$ cat config.mk
export PLATFORM = sky130hd
export DESIGN_NAME = alu_ctl_dec
export DESIGN_NICKNAME = d
export VERILOG_FILES = /design/src/rtl/alu_ctl_pkg.sv /design/src/rtl/alu_ctl_funct_dec.sv /design/src/rtl/alu_ctl_opc_dec.sv /design/src/rtl/alu_ctl_imm_shape.sv /design/src/rtl/alu_ctl_dec.sv
export SDC_FILE = /design/constraint.sdc
export NUM_CORES = 1
export LEC_CHECK = 0
export ABC_CLOCK_PERIOD_IN_PS = 3000
export BUFFER_PORTS_ARGS = -buffer_cell sky130_fd_sc_hd__buf_2
export CORE_MARGIN = 5
export CORE_UTILIZATION = 35
export DETAILED_ROUTE_END_ITERATION = 16
export PLACE_DENSITY_LB_ADDON = 0.08
export SKIP_LAST_GASP = 1
export SYNTH_ARGS = -nofsm -noshare
export SYNTH_HDL_FRONTEND = slang
export SYNTH_SLANG_ARGS = --single-unit
$ cat constraint.sdc
create_clock -name vclk -period 3
set_clock_uncertainty 0.1 [all_clocks]
set_input_delay 0.15 -clock vclk [all_inputs]
set_output_delay 0.15 -clock vclk [all_outputs]
set_load 0.01 [all_outputs]
$ cat src/rtl/alu_ctl_pkg.sv
package alu_ctl_pkg;
  localparam int FN_W  = 4;
  localparam int FLD_W = 6;

  typedef enum logic [FN_W-1:0] {
    FN_AND = 4'b0000,
    FN_OR  = 4'b0001,
    FN_ADD = 4'b0010,
    FN_SUB = 4'b0110,
    FN_SLT = 4'b0111,
    FN_NOR = 4'b1100
  } alu_fn_e;

  typedef enum logic [1:0] {
    CLS_MEM = 2'b00,
    CLS_BR  = 2'b01,
    CLS_REG = 2'b10,
    CLS_IMM = 2'b11
  } op_cls_e;

  // function field codes
  localparam logic [FLD_W-1:0] F_ADD = 6'h20;
  localparam logic [FLD_W-1:0] F_SUB = 6'h22;
  localparam logic [FLD_W-1:0] F_AND = 6'h24;
  localparam logic [FLD_W-1:0] F_OR  = 6'h25;
  localparam logic [FLD_W-1:0] F_NOR = 6'h27;
  localparam logic [FLD_W-1:0] F_SLT = 6'h2A;

  // immediate opcodes
  localparam logic [FLD_W-1:0] OP_ADDI = 6'h08;
  localparam logic [FLD_W-1:0] OP_SLTI = 6'h0A;
  localparam logic [FLD_W-1:0] OP_ANDI = 6'h0C;
  localparam logic [FLD_W-1:0] OP_ORI  = 6'h0D;
  localparam logic [FLD_W-1:0] OP_LUI  = 6'h0F;
endpackage

$ cat src/rtl/alu_ctl_funct_dec.sv
module alu_ctl_funct_dec
  import alu_ctl_pkg::*;
(
  input  logic [FLD_W-1:0] funct,
  output alu_fn_e          fn
);
  always_comb begin
    unique case (funct)
      F_ADD:   fn = FN_ADD;
      F_SUB:   fn = FN_SUB;
      F_AND:   fn = FN_AND;
      F_OR:    fn = FN_OR;
      F_NOR:   fn = FN_NOR;
      F_SLT:   fn = FN_SLT;
      default: fn = FN_ADD;
    endcase
  end
endmodule

$ cat src/rtl/alu_ctl_opc_dec.sv
module alu_ctl_opc_dec
  import alu_ctl_pkg::*;
(
  input  logic [FLD_W-1:0] opcode,
  output alu_fn_e          fn,
  output logic             zext,
  output logic             upper,
  output logic             a_zero
);
  always_comb begin
    fn     = FN_ADD;
    zext   = 1'b0;
    upper  = 1'b0;
    a_zero = 1'b0;
    unique case (opcode)
      OP_ADDI: fn = FN_ADD;
      OP_SLTI: fn = FN_SLT;
      OP_ANDI: begin fn = FN_AND; zext = 1'b1; end
      OP_ORI:  begin fn = FN_OR;  zext = 1'b1; end
      OP_LUI:  begin fn = FN_OR;  upper = 1'b1; a_zero = 1'b1; end
      default: fn = FN_ADD;
    endcase
  end
endmodule

$ cat src/rtl/alu_ctl_imm_shape.sv
module alu_ctl_imm_shape #(
  parameter int IMM_W  = 16,
  parameter int DATA_W = 32
) (
  input  logic [IMM_W-1:0]  imm,
  input  logic              zext,
  input  logic              upper,
  output logic [DATA_W-1:0] op
);
  localparam int PAD_W = DATA_W - IMM_W;

  logic [DATA_W-1:0] z_val, s_val, u_val;

  assign z_val = {{PAD_W{1'b0}}, imm};
  assign s_val = {{PAD_W{imm[IMM_W-1]}}, imm};
  assign u_val = z_val << IMM_W;

  always_comb begin
    if (upper)     op = u_val;
    else if (zext) op = z_val;
    else           op = s_val;
  end
endmodule

$ cat src/rtl/alu_ctl_dec.sv
module alu_ctl_dec
  import alu_ctl_pkg::*;
#(
  parameter int IMM_W  = 16,
  parameter int DATA_W = 32
) (
  input  logic [1:0]        alu_op,
  input  logic [5:0]        funct,
  input  logic [5:0]        opcode,
  input  logic [IMM_W-1:0]  imm_in,
  output logic [3:0]        alu_func,
  output logic              imm_zext,
  output logic              imm_upper,
  output logic              a_zero,
  output logic [DATA_W-1:0] imm_op
);
  alu_fn_e reg_fn, imm_fn;
  logic    o_zext, o_upper, o_azero;
  logic    is_imm;

  alu_ctl_funct_dec u_fdec (.funct(funct), .fn(reg_fn));

  alu_ctl_opc_dec u_odec (
    .opcode(opcode), .fn(imm_fn), .zext(o_zext),
    .upper(o_upper), .a_zero(o_azero)
  );

  assign is_imm = (op_cls_e'(alu_op) == CLS_IMM);

  always_comb begin
    unique case (op_cls_e'(alu_op))
      CLS_MEM: alu_func = FN_ADD;
      CLS_BR:  alu_func = FN_SUB;
      CLS_REG: alu_func = reg_fn;
      default: alu_func = imm_fn;
    endcase
  end

  assign imm_zext  = is_imm & o_zext;
  assign imm_upper = is_imm & o_upper;
  assign a_zero    = is_imm & o_azero;

  alu_ctl_imm_shape #(.IMM_W(IMM_W), .DATA_W(DATA_W)) u_shape (
    .imm(imm_in), .zext(imm_zext), .upper(imm_upper), .op(imm_op)
  );
endmodule

==> impl_metrics.toml, run 1 <==
[cts]
cts_hold_buf = 0
post_cts_buffers = 0
cts.repair.resized = 0

[worst_setup_path]
crit_chain = "buf_2, and4bb_4, a31oi_1, a311o_1, buf_2"
cp_common_cell = "buf_2"
cp_max_fo = 15
crit_type = "in2out"
slowest_stage = "a31oi_1"
crit_arrival_ns = 1.71
start_kind = "input pin"
worstPathRequired_ns = 2.75
slowest_delay_ns = 0.88
end_kind = "primary output"

[run_status]
status = "finished, final reports clean"

[power]
switchingPower_uw = 54.90
ir_worst_vdd_mv = 0.05671
power_density_nw_per_um2 = 134.6
power_leakage_nw = 0.4198
swShare = 0.5021
seq_power_share = 0
comb_power_share = 1.000
p_int_uw = 54.43
clkPwrFrac = 0

[timing]
hold_viol = 0
fin_crit_sh = 0.6541
fin_crit_ns = 1.962
fin_tns_setup_ns = 0
setup_viol = 0
worstMarginPinSlew_ns = 1.180
slew_headroom = 0.2096
hold_ws_ns = 0.5043
fmax_mhz = 509.6
maxSlewViolCount = 0
rsz0062_at_grt = "false"

[drt]
drt-total-wl_um = 1877
vias = 774
vias_per_cell = 5.338
wire_per_inst_um = 12.94
drt-initial-drc-count = 8
drt.antenna.violating_nets = 0
first_pass_iters = 5
drc = 0

[place]
portBuffers = 69
post_dp_cell_area_sq_um = 812.0
hpwl_um = 1569
gp_congestion = 0.6898

[synthesis]
syn_nets = 99
synth-simple-area-share = 0.4353
yosysWarningCount = 0
synth_xor_area_frac = 0
synth_common_cells = "a311o_1, and2_1"
ys_seq_area_frac = 0
synth_top_family_by_area = "simple AND/OR/NAND/NOR gates"
synth_cell_type_count = 25
post_synth.cell_area_avg_sq_um = 7.290
synthAdderAreaFrac = 0
synth_area_sq_um = 503.0
ys_top_cells_by_area = "a311o_1, and2_1, buf_6"
muxShareOfSynthArea = 0
synth_top_cell_area_share = 0.2985
synth_compound_area_frac = 0.4229
synthCells = 69
yosysTopAreaCell = "a311o_1"

[floorplan]
initial_utilization = 0.3771
rows = 13
core_sq_um = 1334
die_h_um = 47.91
dieArea_sq_um = 2295
io_pins = 69
die_w_um = 47.91

[cells_and_area]
final_util = 0.6088
multi_input_area_sq_um = 436.7
clock_buffers = 0
drive_gt1_frac = 0.5615
nets = 162
fillers = 147
nFlopsAndLatches = 0
seq_area_sq_um = 0
finalInstanceArea_sq_um = 812.0
area.growth.synth_to_final_pct = 61.44
antenna_cells = 0

[global_routing]
grt_pass1_vias = 662
grt_pass1_wl_um = 2704
grt_max_degree = 22
track_usage = 0.1540
gr-total-overflow = 0
antenna_found_initial = 0

[hold_path]
hp-class = "in2out"

[job]
cap_violations = 0
[power groups by stage]
| stage | sequential, mW | clock, mW | combinational (mW) |
|---|---|---|---|
| after floorplan | 0 | 0 | 0.0586 |
| after global placement | 0 | 0 | 0.109 |
| after detailed placement | 0 | 0 | 0.110 |
| after CTS | 0 | 0 | 0.111 |
| after global routing | 0 | 0 | 0.121 |
| final | 0 | 0 | 0.109 |
[cells by family (layout without fill, tap and decap cells)]
logic type,Yosys count,after routing
AND/OR/NAND/NOR,33,33
buffers and inverters,11,72
AO/OA/AOI/OAI,25,25
[per-layer routing]
layer  up-vias  wire, um  global-route usage
met3         0       235             0.01880
met1       346       644              0.1522
met2        35       997              0.3430
met4         0         0                   0
met5         -         0                   0
li1        393         -                   -
[worst max-delay path: cells and delay by family]
family,cells,cell delay [ns]
buffers and inverters,2,0.25
AND/OR/NAND/NOR,1,0.22
AO/OA/AOI/OAI,2,1.10
[metrics by stage]
| stage | std cells | power, mW | setup slack, ns |
|---|---|---|---|
| after floorplan | 69 | 0.05864 | 1.608 |
| after CTS | 145 | 0.1107 | 1.051 |
| after global routing | 145 | 0.1210 | 0.9283 |
| after detailed placement | 145 | 0.1104 | 1.065 |
| final | 145 | 0.1093 | 1.038 |
| after global placement | 145 | 0.1086 | 1.095 |
[path summary, 6_finish.rpt]
check    endpoint      start  slack, ns  cells after the start
max    imm_op[28]  alu_op[0]       1.04                      5
min     imm_op[6]  imm_in[6]       0.50                      3
[cells in the final DEF (no fill, tap or decap)]
cell type and instances:
o22a_1 1, inv_1 3, and2_1 15, o22ai_1 1, o21a_1 1, nor3b_2 1, nor2_1 3, a311o_1 15
nor4bb_1 1, and4bb_4 1, or4bb_1 1, nand3_1 2, a31oi_1 2, buf_2 69, o31ai_1 1, nor3_1 1
nor3b_1 1, nor2b_1 3, a21oi_1 3, nand2_1 2, and2_4 1, and3_4 1, o21ai_0 1
[area by class of cell]
type                       instances  area share
multi-input combinational         58      0.5378
timing repair buffer              69      0.4253
tap                               15     0.02311
inverter                           3     0.01387
(Power assumes the default switching activity.)
==> run 2, diff against run 1 <==
- ABC_CLOCK_PERIOD_IN_PS: 3000 -> 2000
- CORE_UTILIZATION: 35 -> 33
- clock period: 3 -> 2 ns (I/O delays scaled with it)
==> impl_metrics.toml, run 2 (same netlist as run 1, synthesis figures left out) <==
[run_status]
status = "finished, final reports clean"

[floorplan]
rows = 14
dieArea_sq_um = 2405
io_pins = 69
die_w_um = 49.04
die_h_um = 49.04
initial_utilization = 0.3418
core_sq_um = 1471

[place]
post_dp_cell_area_sq_um = 813.3
post-place-cells = 146
hpwl_um = 1466
gp_congestion = 0.7279
portBuffers = 69

[timing]
setup_viol = 0
slew_headroom = 0.3902
fmax_mhz = 568.8
hold_ws_ns = 0.4047
worstMarginPinSlew_ns = 0.9107
fin_tns_setup_ns = 0
rsz0062_at_grt = "false"
hold_viol = 0
fin_crit_sh = 0.8791
fin_crit_ns = 1.758
maxSlewViolCount = 0

[worst_setup_path]
end_kind = "primary output"
start_kind = "input pin"
cp_max_fo = 21
crit_arrival_ns = 1.56
worstPathRequired_ns = 1.80
crit_type = "in2out"

[drt]
vias = 771
drt-total-wl_um = 1907
drc = 0
first_pass_iters = 4
wire_per_inst_um = 13.06
drt.antenna.violating_nets = 0
drt-initial-drc-count = 9
vias_per_cell = 5.281

[global_routing]
track_usage = 0.1459
grt_pass1_wl_um = 3139
use_met2 = 0.2522
grt_max_degree = 22
gr-usage-met3 = 0.03364
top_usage_layer = "met2"
grt_pass1_vias = 676
use_met1 = 0.1938
gr-total-overflow = 0
antenna_found_initial = 0

[power]
p_total_uw = 165.8
power_density_nw_per_um2 = 202.3
power_leakage_nw = 0.4202
ir_worst_vdd_mv = 0.08659

[cells_and_area]
fin_cells = 146
layout_commonest_cell = "buf_2"
seq_area_sq_um = 0
nets = 162
final_cell_mix = "buf_2, and2_1, a311o_1"
antenna_cells = 0
clock_buffers = 0
fillers = 152
drive_gt1_frac = 0.5692
nFlopsAndLatches = 0
area.growth.synth_to_final_pct = 62.94
finalInstanceArea_sq_um = 819.5

[job]
cap_violations = 0

[hold_path]
hp-class = "in2out"

[cts]
cts_hold_buf = 0
==> run 2: cell counts in the layout (fill, tap and decap cells not counted) <==
No cell type changed its count.
==> run 2: critical path, stage by stage <==
cell and delay (ns):
buf_2 0.29, nor3b_2 0.81, a311o_1 0.22, buf_2 0.13
==> run 2: final cells by class <==
| cell class | instances | area [sq um] | area share |
|---|---|---|---|
| Inverter | 3 | 11.26 | 0.01374 |
| Multi-Input combinational cell | 58 | 442.9 | 0.5405 |
| Tap cell | 16 | 20.02 | 0.02443 |
| Timing Repair Buffer | 69 | 345.3 | 0.4214 |
==> run 2: where the power goes <==
group / internal, mW / leakage (nW) / total, mW / switching, mW
logic: 0.0818 / 0.420 / 0.166 / 0.0840
registers: 0 / 0 / 0 / 0
clock network: 0 / 0 / 0 / 0
total: 0.0818 / 0.420 / 0.166 / 0.0840
==> run 2: repair_timing <==
item | CTS | global route
resized for setup | 0 | 1
buffers inserted | 0 | 0
setup endpoints to repair | 0 | 15
==> run 2: stage by stage <==
step	worst slack, ns	util
floorplan	0.7084	-
global placement	0.2044	0.5527
detailed placement	0.1607	0.5527
CTS	0.1138	0.5527
global route	0.1010	0.5570
finish	0.2418	0.5570
==> run 2: worst paths after layout <==
path	end	slack, ns	cells past startpoint	startpoint
worst max-delay path	imm_op[26]	0.24	4	opcode[1]
worst min-delay path	imm_op[7]	0.40	3	imm_in[7]
==> run 2: per-layer routing <==
metal / vias up / wire length [um] / part of all wire
met5: - / 0 / 0
met4: 0 / 0 / 0
met3: 0 / 189 / 0.099
met2: 35 / 892 / 0.47
met1: 343 / 825 / 0.43
li1: 393 / - / -
